`config.mk`:
```
export PLATFORM = sky130hd
export DESIGN_NAME = lbtw_timeout_wdog
export DESIGN_NICKNAME = d
export VERILOG_FILES = /design/src/rtl/lbtw_pkg.sv /design/src/rtl/lbtw_cfg_reg.sv /design/src/rtl/lbtw_limit_sel.sv /design/src/rtl/lbtw_cycle_timer.sv /design/src/rtl/lbtw_timeout_wdog.sv
export SDC_FILE = /design/constraint.sdc
export NUM_CORES = 1
export LEC_CHECK = 0
export ABC_AREA = 1
export BUFFER_PORTS_ARGS = -buffer_cell sky130_fd_sc_hd__buf_2
export CAP_MARGIN = 30
export CORE_MARGIN = 5
export CORE_UTILIZATION = 35
export CTS_CLUSTER_DIAMETER = 100
export DETAILED_ROUTE_END_ITERATION = 8
export RECOVER_POWER = 100
export SYNTH_ARGS = -nofsm -noshare
export SYNTH_HDL_FRONTEND = slang
export SYNTH_SLANG_ARGS = --single-unit
```
`constraint.sdc`:
```
create_clock -name clk -period 1.5 [get_ports clk]
set_input_delay 0.45 -clock clk [delete_from_list [all_inputs] [get_ports clk]]
set_output_delay 0.45 -clock clk [all_outputs]
set_load 0.03 [all_outputs]
```
`src/rtl/lbtw_pkg.sv`:
```
package lbtw_pkg;

   typedef enum logic [1:0] {
      SEL_SHORT = 2'b00,
      SEL_MED   = 2'b01,
      SEL_LONG  = 2'b10,
      SEL_NEVER = 2'b11
   } tmo_sel_e;

   typedef enum logic {
      TMR_IDLE  = 1'b0,
      TMR_ARMED = 1'b1
   } tmr_state_e;

   // bit 0 enable, bits 2:1 select
   typedef struct packed {
      tmo_sel_e sel;
      logic     en;
   } cfg_t;

   localparam int unsigned CFG_W = $bits(cfg_t);

endpackage

```
`src/rtl/lbtw_cfg_reg.sv`:
```
module lbtw_cfg_reg
   import lbtw_pkg::*;
(
   input  logic             clk,
   input  logic             rst_n,
   input  logic             wr,
   input  logic [CFG_W-1:0] wdata,
   output cfg_t             cfg
);

   always_ff @(posedge clk) begin
      if (!rst_n) begin
         cfg <= '{sel: SEL_SHORT, en: 1'b0};
      end else if (wr) begin
         cfg <= cfg_t'(wdata);
      end
   end

endmodule

```
`src/rtl/lbtw_limit_sel.sv`:
```
module lbtw_limit_sel
   import lbtw_pkg::*;
#(
   parameter int unsigned CNT_W     = 13,
   parameter int unsigned LIM_SHORT = 200,
   parameter int unsigned LIM_MED   = 1600,
   parameter int unsigned LIM_LONG  = 6400
)(
   input  tmo_sel_e         sel,
   output logic [CNT_W-1:0] lim_m1,
   output logic             timed
);

   always_comb begin
      unique case (sel)
         SEL_SHORT: lim_m1 = CNT_W'(LIM_SHORT - 1);
         SEL_MED:   lim_m1 = CNT_W'(LIM_MED - 1);
         SEL_LONG:  lim_m1 = CNT_W'(LIM_LONG - 1);
         default:   lim_m1 = '0;
      endcase
      timed = (sel != SEL_NEVER);
   end

endmodule

```
`src/rtl/lbtw_cycle_timer.sv`:
```
module lbtw_cycle_timer
   import lbtw_pkg::*;
#(
   parameter int unsigned CNT_W      = 13,
   parameter bit          DOWN_COUNT = 1'b0
)(
   input  logic             clk,
   input  logic             rst_n,
   input  logic             start,
   input  logic             ack,
   input  logic             ext,
   input  logic             en,
   input  logic             timed,
   input  logic [CNT_W-1:0] lim_m1,
   output logic             tea
);

   tmr_state_e       state_q;
   logic [CNT_W-1:0] cnt_q;
   logic             arm;

   assign arm = en && timed && !ext;

   generate
      if (DOWN_COUNT) begin : g_down
         // Counter loaded with limit-1, error when it reaches zero.
         always_ff @(posedge clk) begin
            if (!rst_n) begin
               state_q <= TMR_IDLE;
               cnt_q   <= '0;
               tea     <= 1'b0;
            end else begin
               tea <= 1'b0;
               if (start) begin
                  state_q <= arm ? TMR_ARMED : TMR_IDLE;
                  cnt_q   <= lim_m1;
               end else if (state_q == TMR_ARMED) begin
                  if (!en || ack) begin
                     state_q <= TMR_IDLE;
                  end else if (cnt_q == '0) begin
                     tea     <= 1'b1;
                     state_q <= TMR_IDLE;
                  end else begin
                     cnt_q <= cnt_q - 1'b1;
                  end
               end
            end
         end
      end else begin : g_up
         // Counter from zero, compared against the captured limit.
         logic [CNT_W-1:0] lim_q;
         always_ff @(posedge clk) begin
            if (!rst_n) begin
               state_q <= TMR_IDLE;
               cnt_q   <= '0;
               lim_q   <= '0;
               tea     <= 1'b0;
            end else begin
               tea <= 1'b0;
               if (start) begin
                  state_q <= arm ? TMR_ARMED : TMR_IDLE;
                  cnt_q   <= '0;
                  lim_q   <= lim_m1;
               end else if (state_q == TMR_ARMED) begin
                  if (!en || ack) begin
                     state_q <= TMR_IDLE;
                  end else if (cnt_q == lim_q) begin
                     tea     <= 1'b1;
                     state_q <= TMR_IDLE;
                  end else begin
                     cnt_q <= cnt_q + 1'b1;
                  end
               end
            end
         end
      end
   endgenerate

endmodule

```
`src/rtl/lbtw_timeout_wdog.sv`:
```
module lbtw_timeout_wdog
   import lbtw_pkg::*;
#(
   parameter int unsigned CLK_MHZ    = 25,
   parameter int unsigned T_SHORT_US = 8,
   parameter int unsigned T_MED_US   = 64,
   parameter int unsigned T_LONG_US  = 256,
   parameter bit          DOWN_COUNT = 1'b0
)(
   input  logic       clk,
   input  logic       rst_n,
   input  logic       cyc_start,
   input  logic       ack_in,
   input  logic       ext_bound,
   input  logic       cfg_wr,
   input  logic [2:0] cfg_wdata,
   output logic [2:0] cfg_rdata,
   output logic       tea_out
);

   localparam int unsigned LIM_SHORT = CLK_MHZ * T_SHORT_US;
   localparam int unsigned LIM_MED   = CLK_MHZ * T_MED_US;
   localparam int unsigned LIM_LONG  = CLK_MHZ * T_LONG_US;
   localparam int unsigned CNT_W     = $clog2(LIM_LONG + 1);

   generate
      if (CLK_MHZ == 0)
         $error("lbtw: CLK_MHZ must be nonzero");
      if (T_SHORT_US == 0 || T_SHORT_US >= T_MED_US || T_MED_US >= T_LONG_US)
         $error("lbtw: limits must be nonzero and strictly increasing");
      if (CFG_W != 3)
         $error("lbtw: configuration word must be 3 bits");
   endgenerate

   cfg_t             cfg;
   logic [CNT_W-1:0] lim_m1;
   logic             timed;

   lbtw_cfg_reg u_cfg (
      .clk   (clk),
      .rst_n (rst_n),
      .wr    (cfg_wr),
      .wdata (cfg_wdata),
      .cfg   (cfg)
   );

   lbtw_limit_sel #(
      .CNT_W     (CNT_W),
      .LIM_SHORT (LIM_SHORT),
      .LIM_MED   (LIM_MED),
      .LIM_LONG  (LIM_LONG)
   ) u_lim (
      .sel    (cfg.sel),
      .lim_m1 (lim_m1),
      .timed  (timed)
   );

   lbtw_cycle_timer #(
      .CNT_W      (CNT_W),
      .DOWN_COUNT (DOWN_COUNT)
   ) u_tmr (
      .clk    (clk),
      .rst_n  (rst_n),
      .start  (cyc_start),
      .ack    (ack_in),
      .ext    (ext_bound),
      .en     (cfg.en),
      .timed  (timed),
      .lim_m1 (lim_m1),
      .tea    (tea_out)
   );

   assign cfg_rdata = cfg;

endmodule

```
==> reports/metrics.yaml <==
outcome:
  outcome: "completed"
synthesis:
  ff_latch_count_synth: 23
  async_reset_ff_share_pct: 0
  yosys.area_share.simple_pct: 32.91
  yosys.cell_types.count: 24
  number_of_enable_type_register_cells_in_the_synthesized_netlist: 0
  avgSynthCellArea_um2: 6.905
  yosys-mux-area-fraction_pct: 0
  most_used_flip_flop_cell_after_synthesis: "sky130_fd_sc_hd__dfxtp_1"
  post_synth_inst_count: 185
  syn_area_mm2: 0.001277
  fraction_of_synthesized_cell_area_in_xor_and_xnor_cells_pct: 4.799
  yosysWarningCount: 0
  synth.net_count: 200
  synth.yosys.seq_area_share_pct: 36.04
  post_synth_fa_ha_maj_area_fraction_pct: 5.877
  area_fraction_in_compound_gates_after_synthesis_pct: 12.05
  main_combinational_cell_family_by_area_after_synthesis: "simple AND/OR/NAND/NOR gates"
critical_path:
  worstPathCellList: "clkbuf_1"
  crit_path_max_fanout: 2
  sum_of_buffers_and_inverters_on_the_critical_path: 1
  worst-path-stages: 1
  path_delay_family: "flip-flops"
  ff2ff_setup_slack_ps: 140
  timing.critical_path.arrival_ps: 920
  cpPeakStageDelay_ps: 330
  critPathLaunch: "u_cfg.cfg[0]"
  timing.rr.start: "u_tmr.cnt_q[11]"
  cp_data_required_time_ps: 1050
  r2r_cells: 9
  cp-start-kind: "register"
  criticalPathCategory: "reg -> out"
  setup.worst_path.end_class: "output port"
  critical_path.slowest_cell: "sky130_fd_sc_hd__dfxtp_1"
  worstReg2RegEnd: "u_tmr.cnt_q[7]"
  worstSetupEndpoint: "cfg_rdata[0]"
clocking:
  cts_tree: "yes"
  numCtsBuffers: 3
  cts_resized: 0
  cts_htree_levels: 1
  cts_setup_buffers: 0
  cts.clk_slew.worst_paths_ps: 90
  clock_tree.root_cell: "sky130_fd_sc_hd__clkbuf_8"
  hold_buffer_count_at_cts: 0
  ctsLongestPathBuffers: 2
  clkLatencyLatePin_ps: 270
  numClockSinks: 23
sta:
  hold_violations: 0
  fin_skew_ps: 3.015
  timing.final.crit_period_ps: 1369
  max_slew_headroom_pct: 75.42
  fin_setup_tns_ps: 0
  rsz0062_at_grt: "false"
  timing_worst_slew_pin_value_ps: 370.4
  finalSetupViolations: 0
  part_of_the_cycle_the_worst_path_needs_pct: 91.30
  fmax_mhz: 730.2
  timing.final.max_slew_violations: 0
routing:
  initialDrtViolationCount: 96
  detailed_route_via_count: 1230
  detail_route_antenna_nets: 0
  dr.pass1.iters: 4
  drc: 0
  detail_route.vias_per_cell: 4.767
  post_drt_wl_per_cell_um: 11.24
  drt_wl_total_um: 2900
die:
  num_io_pins: 13
  placementRows: 22
  chipWidth_um: 70.42
  initial_utilization_pct: 35.43
  fp.dieH_um: 70.42
  die_area_mm2: 0.004958
  coreArea_mm2: 0.003606
global_route:
  top_usage_layer: "met2"
  grt_first_pass_wirelength_um: 5119
  met3_usage_pct: 3.022
  grt.met1_usage_pct: 16.77
  first_global_vias: 1173
  global_route.overflow_total: 0
  grt_max_degree: 18
  global_route.usage.met2_pct: 20.69
  grt_antenna_before_repair: 0
  grtUsageTotal_pct: 12.63
power:
  power.ir.vdd_worst_v: 0.0004508
  fraction_of_power_consumed_by_sequential_logic_pct: 53.1
  switching_part_of_the_total_power_pct: 26.88
  power.combinational.fraction_pct: 12.7
  cellPowerDensity_mw_per_mm2: 762.1
  power.switching_mw: 0.3207
  power.leakage_nw: 0.6065
  p_int_mw: 0.8722
  p_clk_share_pct: 34.2
  design_power_total_mw: 1.193
hold_path:
  class_of_the_worst_hold_path: "in -> reg"
  worstHoldStart: "rst_n"
placement:
  port-buffer-count: 12
  place.gp.congestion: 0.8246
  placed_cells: 254
  dpl.hpwl_um: 2209
cells_and_area:
  finish.cell_count_without_fillers: 258
  synthToLayoutAreaGrowth_pct: 22.53
  nNetsFinal: 226
  post_route_cells_drive_above_1_share_pct: 19.05
  n_antenna_cell: 0
  num-fill-cells: 407
run:
  cap_viol_max_count: 0
## cell usage after synthesis (all sizes together), types with 2 or more instances
cell    count  area (µm²)
clkbuf      2       7.510
a21oi      16       80.08
nor2       17       66.32
dfxtp      23       460.4
nand4       4       25.02
ha          6       75.07
xor2        4       35.03
xnor2       3       26.28
nand2      48       190.2
o21ai      10       50.05
buf         3       23.77
nand3      23       115.1
inv        20       75.07
## tightest hold or removal path, cell delays in order
cell	delay (ps)
sky130_fd_sc_hd__buf_2	120
sky130_fd_sc_hd__o21ai_0	70
sky130_fd_sc_hd__a21oi_1	40
## per-layer routing
metal	routed length [µm]	vias to the layer above	part of all wire [%]
met4	21	0	0.72
met2	1303	22	45
met3	122	5	4.2
li1	-	653	-
met1	1452	550	50
met5	0	-	0
## per-stage QoR
stage / instance area (µm²) / setup slack [ps] / utilization (%) / hold slack, ps
final: 1565 / 130.5 / 43.41 / 443.1
after global routing: 1565 / 8.180 / 43.41 / 454.9
after CTS: 1545 / 11.48 / 42.85 / 438.1
after detailed placement: 1496 / 33.13 / 41.50 / 489.5
after global placement: 1496 / 45.64 / 41.50 / 482.8
after floorplan: 1277 / 79.95 / - / 450.0
## worst min-delay path by stage
stage / endpoint / slack, ps / cells past startpoint
finish: u_cfg.cfg[1] / 440 / 3
global route: u_cfg.cfg[2] / 450 / 3
CTS: u_cfg.cfg[1] / 440 / 3
detailed placement: u_tmr.g_up.lim_q[7] / 490 / 2
global placement: u_tmr.g_up.lim_q[7] / 480 / 2
floorplan: u_tmr.g_up.lim_q[7] / 450 / 2
## final cells by class
class / count / area, µm² / share of cell area [%]
timing repair buffer: 26 / 187.7 / 11.99
multi-input combinational: 137 / 721.9 / 46.12
sequential: 23 / 471.7 / 30.14
clock buffer: 3 / 41.29 / 2.638
clock inverter: 1 / 7.507 / 0.4796
inverter: 20 / 75.07 / 4.796
tap: 48 / 60.06 / 3.837
## cell families (layout without fill, tap and decap cells)
kind of cell / Yosys count / count (layout)
simple gates: 95 / 95
fa+ha+maj: 6 / 6
xor+xnor: 7 / 7
buf+inv: 25 / 50
flops: 23 / 23
compound gates: 29 / 29
## sequential cells by signal (all words and copies together) (netlist names)
name and flops:
u_tmr.tea 1, u_tmr.g_up.lim_q 5, u_cfg.cfg 3, u_tmr.cnt_q 13
u_tmr.state_q 1
## placed cells by master, fill, tap and decap left out
master / count
sky130_fd_sc_hd__a21oi_1: 16
sky130_fd_sc_hd__o21ai_0: 10
sky130_fd_sc_hd__nand3_1: 23
sky130_fd_sc_hd__or2_2: 1
sky130_fd_sc_hd__xor2_1: 4
sky130_fd_sc_hd__buf_4: 10
sky130_fd_sc_hd__nand2_8: 1
sky130_fd_sc_hd__dfxtp_1: 16
sky130_fd_sc_hd__dfxtp_2: 6
sky130_fd_sc_hd__buf_12: 2
sky130_fd_sc_hd__nand2_2: 1
sky130_fd_sc_hd__nand4_1: 4
sky130_fd_sc_hd__buf_2: 8
sky130_fd_sc_hd__clkbuf_1: 3
sky130_fd_sc_hd__buf_6: 1
sky130_fd_sc_hd__clkinvlp_4: 1
sky130_fd_sc_hd__inv_1: 20
sky130_fd_sc_hd__nand2_1: 46
sky130_fd_sc_hd__o21a_1: 1
sky130_fd_sc_hd__nor3b_2: 1
sky130_fd_sc_hd__a22o_1: 1
sky130_fd_sc_hd__o21bai_1: 1
sky130_fd_sc_hd__nor3_1: 1
sky130_fd_sc_hd__xnor2_1: 3
sky130_fd_sc_hd__ha_1: 6
sky130_fd_sc_hd__clkbuf_8: 3
sky130_fd_sc_hd__nor2_1: 15
sky130_fd_sc_hd__dfxtp_4: 1
sky130_fd_sc_hd__clkbuf_2: 2
sky130_fd_sc_hd__nor2_2: 2
## power groups by stage
| stage | sequential, mW | combinational (mW) | clock (mW) |
|---|---|---|---|
| 2_1_floorplan | 0.656 | 0.0816 | 0 |
| 3_3_place_gp | 0.650 | 0.150 | 0 |
| 3_5_place_dp | 0.650 | 0.149 | 0 |
| 4_1_cts | 0.636 | 0.150 | 0.428 |
| 5_1_grt | 0.637 | 0.169 | 0.446 |
| 6_report | 0.634 | 0.151 | 0.408 |
Note: power is estimated with default switching activity, not from simulation.
